File: src/rtl/rstseq_pkg.sv
package rstseq_pkg;
  typedef enum logic [2:0] {
    ST_POR,
    ST_RUN,
    ST_DRIVE,
    ST_SAMPLE,
    ST_EXTWAIT
  } seq_state_t;

  localparam logic [15:0] VEC_PIN    = 16'hFFFE;
  localparam logic [15:0] VEC_CLKMON = 16'hFFFC;
  localparam logic [15:0] VEC_WDOG   = 16'hFFFA;
endpackage

File: src/rtl/rstseq_timer.sv
module rstseq_timer #(
  parameter int CNT_W = 14
) (
  input  logic             clk,
  input  logic             clr,
  input  logic [CNT_W-1:0] limit,
  output logic             term
);
  logic [CNT_W-1:0] cnt;

  always_ff @(posedge clk) begin
    if (clr) cnt <= '0;
    else     cnt <= cnt + 1'b1;
  end

  assign term = (cnt == limit - 1'b1);
endmodule

File: src/rtl/rstseq_lowfilt.sv
module rstseq_lowfilt #(
  parameter int MIN_LOW = 3
) (
  input  logic clk,
  input  logic rst,
  input  logic arm,
  input  logic pin_n,
  output logic det
);
  localparam int FLT_W = $clog2(MIN_LOW + 1);
  localparam logic [FLT_W-1:0] LAST = FLT_W'(MIN_LOW - 1);

  logic [FLT_W-1:0] low_cnt;

  always_ff @(posedge clk) begin
    if (rst || !arm || pin_n) low_cnt <= '0;
    else if (low_cnt != LAST) low_cnt <= low_cnt + 1'b1;
  end

  assign det = arm && !pin_n && (low_cnt == LAST);
endmodule

File: src/rtl/rstseq_vecsel.sv
module rstseq_vecsel
  import rstseq_pkg::*;
(
  input  logic        internal_cause,
  input  logic        clkmon_seen,
  output logic [15:0] vec
);
  always_comb begin
    if (!internal_cause)  vec = VEC_PIN;
    else if (clkmon_seen) vec = VEC_CLKMON;
    else                  vec = VEC_WDOG;
  end
endmodule

File: src/rtl/rstseq_top.sv
module rstseq_top
  import rstseq_pkg::*;
#(
  parameter int POR_CYCLES   = 8192,
  parameter int PULL_CYCLES  = 64,
  parameter int SAMPLE_DELAY = 32,
  parameter int LOW_IGNORED  = 2
) (
  input  logic        clk,
  input  logic        por_i,
  input  logic        rst_pin_n_i,
  input  logic        clkmon_fail_i,
  input  logic        wdog_timeout_i,
  output logic        core_rst_o,
  output logic        rst_pin_pull_o,
  output logic [15:0] rst_vec_o,
  output logic        vec_valid_o
);
  localparam int MAX_AB  = (POR_CYCLES > PULL_CYCLES) ? POR_CYCLES : PULL_CYCLES;
  localparam int MAX_CNT = (MAX_AB > SAMPLE_DELAY) ? MAX_AB : SAMPLE_DELAY;
  localparam int CNT_W   = $clog2(MAX_CNT + 1);
  localparam int MIN_LOW = LOW_IGNORED + 1;
  localparam logic [CNT_W-1:0] LIM_POR    = CNT_W'(POR_CYCLES);
  localparam logic [CNT_W-1:0] LIM_PULL   = CNT_W'(PULL_CYCLES);
  localparam logic [CNT_W-1:0] LIM_SAMPLE = CNT_W'(SAMPLE_DELAY);

  seq_state_t       state, nstate;
  logic             req, restart, present, internal_cause;
  logic             timer_clr, term, ext_det, clkmon_seen;
  logic [CNT_W-1:0] limit;
  logic [15:0]      sel_vec;

  assign req = clkmon_fail_i | wdog_timeout_i;

  always_comb begin
    case (state)
      ST_POR:   limit = LIM_POR;
      ST_DRIVE: limit = LIM_PULL;
      default:  limit = LIM_SAMPLE;
    endcase
  end

  always_comb begin
    nstate         = state;
    restart        = 1'b0;
    present        = 1'b0;
    internal_cause = 1'b0;
    case (state)
      ST_POR: if (term) begin
        if (rst_pin_n_i) begin nstate = ST_RUN; present = 1'b1; end
        else nstate = ST_EXTWAIT;
      end
      ST_RUN: begin
        if (req)          nstate = ST_DRIVE;
        else if (ext_det) nstate = ST_EXTWAIT;
      end
      ST_DRIVE: begin
        if (req)       restart = 1'b1;
        else if (term) nstate  = ST_SAMPLE;
      end
      ST_SAMPLE: if (term) begin
        if (rst_pin_n_i) begin
          nstate = ST_RUN; present = 1'b1; internal_cause = 1'b1;
        end else nstate = ST_EXTWAIT;
      end
      ST_EXTWAIT: if (rst_pin_n_i) begin nstate = ST_RUN; present = 1'b1; end
      default: nstate = ST_POR;
    endcase
  end

  assign timer_clr = por_i | restart | (nstate != state);

  rstseq_timer #(.CNT_W(CNT_W)) i_timer (
    .clk   (clk),
    .clr   (timer_clr),
    .limit (limit),
    .term  (term)
  );

  rstseq_lowfilt #(.MIN_LOW(MIN_LOW)) i_lowfilt (
    .clk   (clk),
    .rst   (por_i),
    .arm   (state == ST_RUN),
    .pin_n (rst_pin_n_i),
    .det   (ext_det)
  );

  rstseq_vecsel i_vecsel (
    .internal_cause (internal_cause),
    .clkmon_seen    (clkmon_seen),
    .vec            (sel_vec)
  );

  always_ff @(posedge clk) begin
    if (por_i) begin
      state          <= ST_POR;
      core_rst_o     <= 1'b1;
      rst_pin_pull_o <= 1'b0;
      rst_vec_o      <= VEC_PIN;
      vec_valid_o    <= 1'b0;
      clkmon_seen    <= 1'b0;
    end else begin
      state          <= nstate;
      core_rst_o     <= (nstate != ST_RUN);
      rst_pin_pull_o <= (nstate == ST_DRIVE);
      vec_valid_o    <= present;
      if (present) rst_vec_o <= sel_vec;
      if (present) clkmon_seen <= 1'b0;
      else if ((state == ST_RUN || state == ST_DRIVE) && clkmon_fail_i)
        clkmon_seen <= 1'b1;
    end
  end
endmodule

File: config.mk
export PLATFORM = sky130hd
export DESIGN_NAME = rstseq_top
export DESIGN_NICKNAME = d
export VERILOG_FILES = /design/src/rtl/rstseq_pkg.sv /design/src/rtl/rstseq_timer.sv /design/src/rtl/rstseq_lowfilt.sv /design/src/rtl/rstseq_vecsel.sv /design/src/rtl/rstseq_top.sv
export SDC_FILE = /design/constraint.sdc
export NUM_CORES = 1
export LEC_CHECK = 0
export BUFFER_PORTS_ARGS = -buffer_cell sky130_fd_sc_hd__buf_2
export CAP_MARGIN = 20
export CORE_MARGIN = 2
export CORE_UTILIZATION = 50
export DETAILED_ROUTE_END_ITERATION = 8
export PLACE_DENSITY = 0.68
export SYNTH_ARGS = -nofsm -noshare
export SYNTH_HDL_FRONTEND = slang
export SYNTH_SLANG_ARGS = --single-unit
export TNS_END_PERCENT = 20
File: constraint.sdc
create_clock -name clk -period 6.9 [get_ports clk]
set_clock_uncertainty 0.05 [all_clocks]
set_input_delay 2.07 -clock clk [delete_from_list [all_inputs] [get_ports clk]]
set_output_delay 2.07 -clock clk [all_outputs]
set_load 0.01 [all_outputs]
**Yosys cells after proc, flatten, opt, wreduce, memory -nomap -nowiden**

Cells that the tools add are included.

- Output and inout bits: 19
- Register bits: 39
- Logic and storage cells: 52

- Bitwise gates (word level): 3
- Equality and inequality tests: 10
- Add/subtract/negate cells: 3
- Muxes and demuxes: 17
- Reductions and logical operators: 11

Operators with widths:

| operator | count |
|---|---|
| 14-bit one-hot mux with 2 select lines | 1 |
| 3-bit 2-to-1 mux | 8 |
| 16-bit 2-to-1 mux | 1 |
| 14-bit by 1-bit adder with 14-bit output (second input constant) | 1 |
| 14-bit equality test | 1 |
| 14-bit by 1-bit subtractor with 14-bit output (second input constant) | 1 |
| 3-bit one-hot mux with 4 select lines | 1 |
| 3-bit by 2-bit equality test with 1-bit output (second input constant) | 3 |
| 1-bit 2-to-1 mux | 5 |
| 2-bit OR reduction | 2 |
| 3-bit by 1-bit equality test with 1-bit output (second input constant) | 1 |
| 3-bit equality test (second input constant) | 1 |
| 1-bit logical AND | 3 |
| 3-bit logical NOT | 1 |
| 1-bit logical OR | 3 |
| 3-bit by 1-bit != test with 1-bit output (second input constant) | 1 |
| 3-bit != test | 1 |
| 1-bit OR | 3 |
| 2-bit by 1-bit adder with 2-bit output (second input constant) | 1 |
| 2-bit equality test (second input constant) | 1 |
| 1-bit logical NOT | 2 |
| 2-bit != test (second input constant) | 1 |
| 1-bit one-hot mux with 2 select lines | 1 |

**Depth between registers and ports, before layout**

- Depth after elaboration: 9
- Depth in mapped cells: 9

**Modules after synthesis**

From an unflattened synthesis, not the netlist that was laid out.

- Cells, all modules: 289
- Area, all modules: 2,381.0 um^2

Modules (own cells, without submodules):

| module | instances | cells each | area an instance (um^2) |
|---|---|---|---|
| rstseq_top | 1 | 126 | 1,101.1 |
| rstseq_timer | 1 | 134 | 1,054.8 |
| rstseq_vecsel | 1 | 18 | 122.6 |
| rstseq_lowfilt | 1 | 11 | 102.6 |

**Worst setup path before layout**

Ideal clock, no wire load.

- Path kind: input to register
- Start: input rst_pin_n_i
- End: register i_timer.cnt[10]
- Stages: 6
- Data arrival time: 3.187 ns
- Required time: 6.735 ns
- Path buffers: 1
- Library setup time: 0.115 ns
- Path slack: 3.548 ns
- Path through: nor3_1 > a21oi_2 > a32oi_2 > mux2i_2 > buf_6 > nor2_2

- Word-level cells in the longest chain between the ends: 8
- Elaborated cells between the ends (all ways): 11

Ends and longest elaborated chain:

| item | RTL line | text |
|---|---|---|
| start, declared | rstseq_top.sv:11 | `input logic rst_pin_n_i,` |
| 1-bit logical NOT | rstseq_lowfilt.sv:20 | `assign det = arm && !pin_n && (low_cnt == LAST);` |
| 1-bit logical AND (2 in series) | rstseq_lowfilt.sv:20 |  |
| 3-bit 2-to-1 mux | rstseq_top.sv:55 | `else if (ext_det) nstate = ST_EXTWAIT;` |
| 3-bit 2-to-1 mux | rstseq_top.sv:54 | `if (req) nstate = ST_DRIVE;` |
| 3-bit one-hot mux with 4 select lines * | rstseq_top.sv:48 | `case (state)` |
| 3-bit != test * | rstseq_top.sv:71 | `assign timer_clr = por_i \| restart \| (nstate != state);` |
| 1-bit OR * | rstseq_top.sv:71 |  |
| end signal, assigned | rstseq_timer.sv:13 | `else cnt <= cnt + 1'b1;` |
| end, declared | rstseq_timer.sv:9 | `logic [CNT_W-1:0] cnt;` |

Mark *: on every way between the ends. The rest lies on a longest branch, timed or not.
A chain may end at the register's enable or synchronous reset.

**Worst setup path in the final report**

- Start: input rst_pin_n_i
- End: register i_timer.cnt[2]

Same word-level chain as after synthesis.

==> impl_metrics.yaml <==
setup_path:
  crit_path_end_kind: "flop"
  cp_slowest_cell: "mux2i_2"
  critPathBufInv: 1
  crit_path_start_kind: "input port"
  path_depth: 6
  cpLargestDelayFamily: "multiplexers"
  arrival_ns: 3.78
  cp_max_fo: 14
  cp_slowest_stage_delay_ns: 0.84
  ff2ff_path_depth: 6
  cp.required_ns: 7.04
  criticalPathCategory: "input port to flop"
  cp_cell_sequence: "buf_2 > nor3_1 > a21oi_2 > a32oi_2 > mux2i_2 > nor2_1"
grt:
  grt.overflow.total: 0
  grt_max_degree: 15
  antenna_found_initial: 0
  grt_pass1_wl_um: 4260
  grt_pass1_vias: 998
  grtUsageTotal_pct: 16.3
synthesis:
  yosysUniqueCellTypes: 48
  async_reset_ff_share_pct: 0
  yosys_warnings: 0
  ys_seq_area_share_pct: 34.8
  synthesis.area_um2: 1440
  synthFlopType: "dfxtp_1"
  synthCells: 170
  ys_ff_latch: 25
  syn_avg_cell_area_um2: 8.45
  synth-edff-count: 0
status:
  outcome: "finished clean"
floorplan:
  start_util_pct: 52.5
  core_area_um2: 2730
  rows: 19
  die_w_um: 57.6
  die_area_um2: 3320
  die_h_um: 57.6
  pin_count: 24
timing:
  rsz0062_at_grt: "false"
  slew_headroom_pct: 35.8
  hold_viol: 0
  finalSetupTns_ns: 0
  min_period_over_period_pct: 52.8
  worst_slew_pin_slew_ns: 0.945
  drv_slew: 0
  finalSetupViolations: 0
  fin_crit_ns: 3.64
  clock.fmax_ghz: 0.275
route:
  firstDrtPassIters: 4
  ant_nets: 0
  remaining_drc_errors: 0
  wl_per_cell_um: 11.8
  drt_first_iter_violations: 22
  wl_um: 2440
  via_per_inst: 5.25
  vias: 1081
pwr:
  p_int_mw: 0.173
  ir_worst_vdd_v: 0.000109
  p_leak_nw: 0.538
  p_sw_mw: 0.0552
  switching_share_pct: 24.2
  combPwrFrac_pct: 6.1
  p_clk_share_pct: 29.3
  power_frac_seq_pct: 64.6
  pwr_density_cell_nw_per_um2: 158
clock_tree:
  post_cts_resized: 0
  clock_path_buffers: 2
  htreeDepth: 1
  postCtsSetupRepairBufs: 0
  root_buffer: "clkbuf_4"
  hold_buffers: 0
  cts_tree: "yes"
  cts.sinks: 25
  cts_buffers: 3
  cts.clk_slew.worst_paths_ns: 0.13
  worstSkewPairLatency_ns: 0.33
flow_run:
  max-cap-violations: 0
placement:
  dpl.hpwl_um: 1810
  dpl.cell_count: 202
  place_congestion: 0.893
  portBuffers: 9
layout:
  diodes: 0
  fin_cells: 206
  area_delta_synth_final_pct: 0.435
  final_nets: 183
  drive_above_1_share_pct: 17.7
hold_path:
  hold_path.class: "flop to flop"
  hold_depth: 1
-- cells in the mapped netlist (all sizes together), types with 2 or more instances --
master	number	area share, %
o21a	2	1.1
inv	6	1.6
xor2	6	3.7
or2	2	0.87
nand2	14	3.7
nor2	34	11
dfxtp	25	35
a21oi	3	1.3
o31ai	2	1.0
a2bb2oi	2	1.2
nor3b	2	1.4
and4	2	1.2
nor2b	2	0.87
nand3	5	1.7
nor4b	2	2.3
buf	19	9.8
a31oi	4	1.7
nor3	6	2.1
xnor2	8	4.9
conb	2	0.52
ha	2	1.7
o21ai	4	1.4
-- kinds of logic after synthesis --
logic type      Yosys count  synth area share (%)
compound gates           23                  12.0
other cells               2                 0.523
fa+ha+maj                 2                  1.74
xor+xnor                 14                  8.54
simple gates             77                  29.4
flops                    25                  34.8
mux                       1                 0.958
buf+inv                  26                  11.9
-- final timing paths --
path               endpoint      startpoint  slack [ns]
min reg2reg  i_timer.cnt[0]  i_timer.cnt[0]        0.42
max          i_timer.cnt[2]     rst_pin_n_i        3.26
max reg2reg  i_timer.cnt[2]  i_timer.cnt[9]        4.14
min          i_timer.cnt[0]  i_timer.cnt[0]        0.42
-- cells in the final DEF (no fill, tap or decap), drive strengths merged, types with 2 or more instances in the layout --
master	netlist	routed
inv	6	6
dfxtp	25	25
and4	2	2
buf	19	9
or2	2	2
o31ai	2	2
nand2	14	14
nor3	6	6
conb	2	14
a31oi	4	4
ha	2	2
nor3b	2	2
nand3	5	5
a21oi	3	3
clkbuf	1	4
nor4b	2	2
o21ai	4	4
o21a	2	2
nor2b	2	2
a2bb2oi	2	2
xnor2	8	8
xor2	6	6
nor2	34	34
-- layer usage --
metal	GRT usage [%]	vias up	routed length, um
met5	0	-	0
met4	6.98	0	44
met3	2.04	5	106
met2	26.5	27	1080
met1	21.8	491	1210
li1	-	558	-
-- cell type report --
type | count | area (um2)
flip-flops and latches | 25 | 500
inverters | 6 | 22.5
multi-input cells | 131 | 810
clock buffers | 4 | 26.3
well taps | 31 | 38.8
fillers | 264 | 1290
repair buffers | 9 | 45.0
-- sequential cells by signal, indices dropped and copies added, names as in the netlist --
name,count
state,3
rst_pin_pull_o,1
clkmon_seen,1
i_timer.cnt,14
i_lowfilt.low_cnt,2
core_rst_o,1
rst_vec_o,2
vec_valid_o,1
-- power by group through the flow --
| stage | combinational, mW | sequential [mW] | clock [mW] |
|---|---|---|---|
| 2_1_floorplan | 0.0176 | 0.150 | 0 |
| 3_3_place_gp | 0.0136 | 0.150 | 0 |
| 3_5_place_dp | 0.0138 | 0.150 | 0 |
| 4_1_cts | 0.0139 | 0.147 | 0.0704 |
| 5_1_grt | 0.0154 | 0.148 | 0.0747 |
| 6_report | 0.0139 | 0.147 | 0.0669 |
-- per-stage QoR --
| stage | hold slack (ns) | utilization, % | power [mW] | setup slack [ns] | cell area, um2 |
|---|---|---|---|---|---|
| finish | 0.419 | 52.8 | 0.228 | 3.26 | 1440 |
| global route | 0.451 | 52.8 | 0.238 | 3.14 | 1440 |
| CTS | 0.426 | 52.8 | 0.232 | 3.23 | 1440 |
| detailed placement | 0.395 | 51.8 | 0.164 | 2.87 | 1420 |
| global placement | 0.390 | 51.8 | 0.164 | 2.95 | 1420 |
| floorplan | 0.378 | - | 0.168 | 3.55 | 1480 |
No activity file was read; power rests on OpenSTA's default activity.
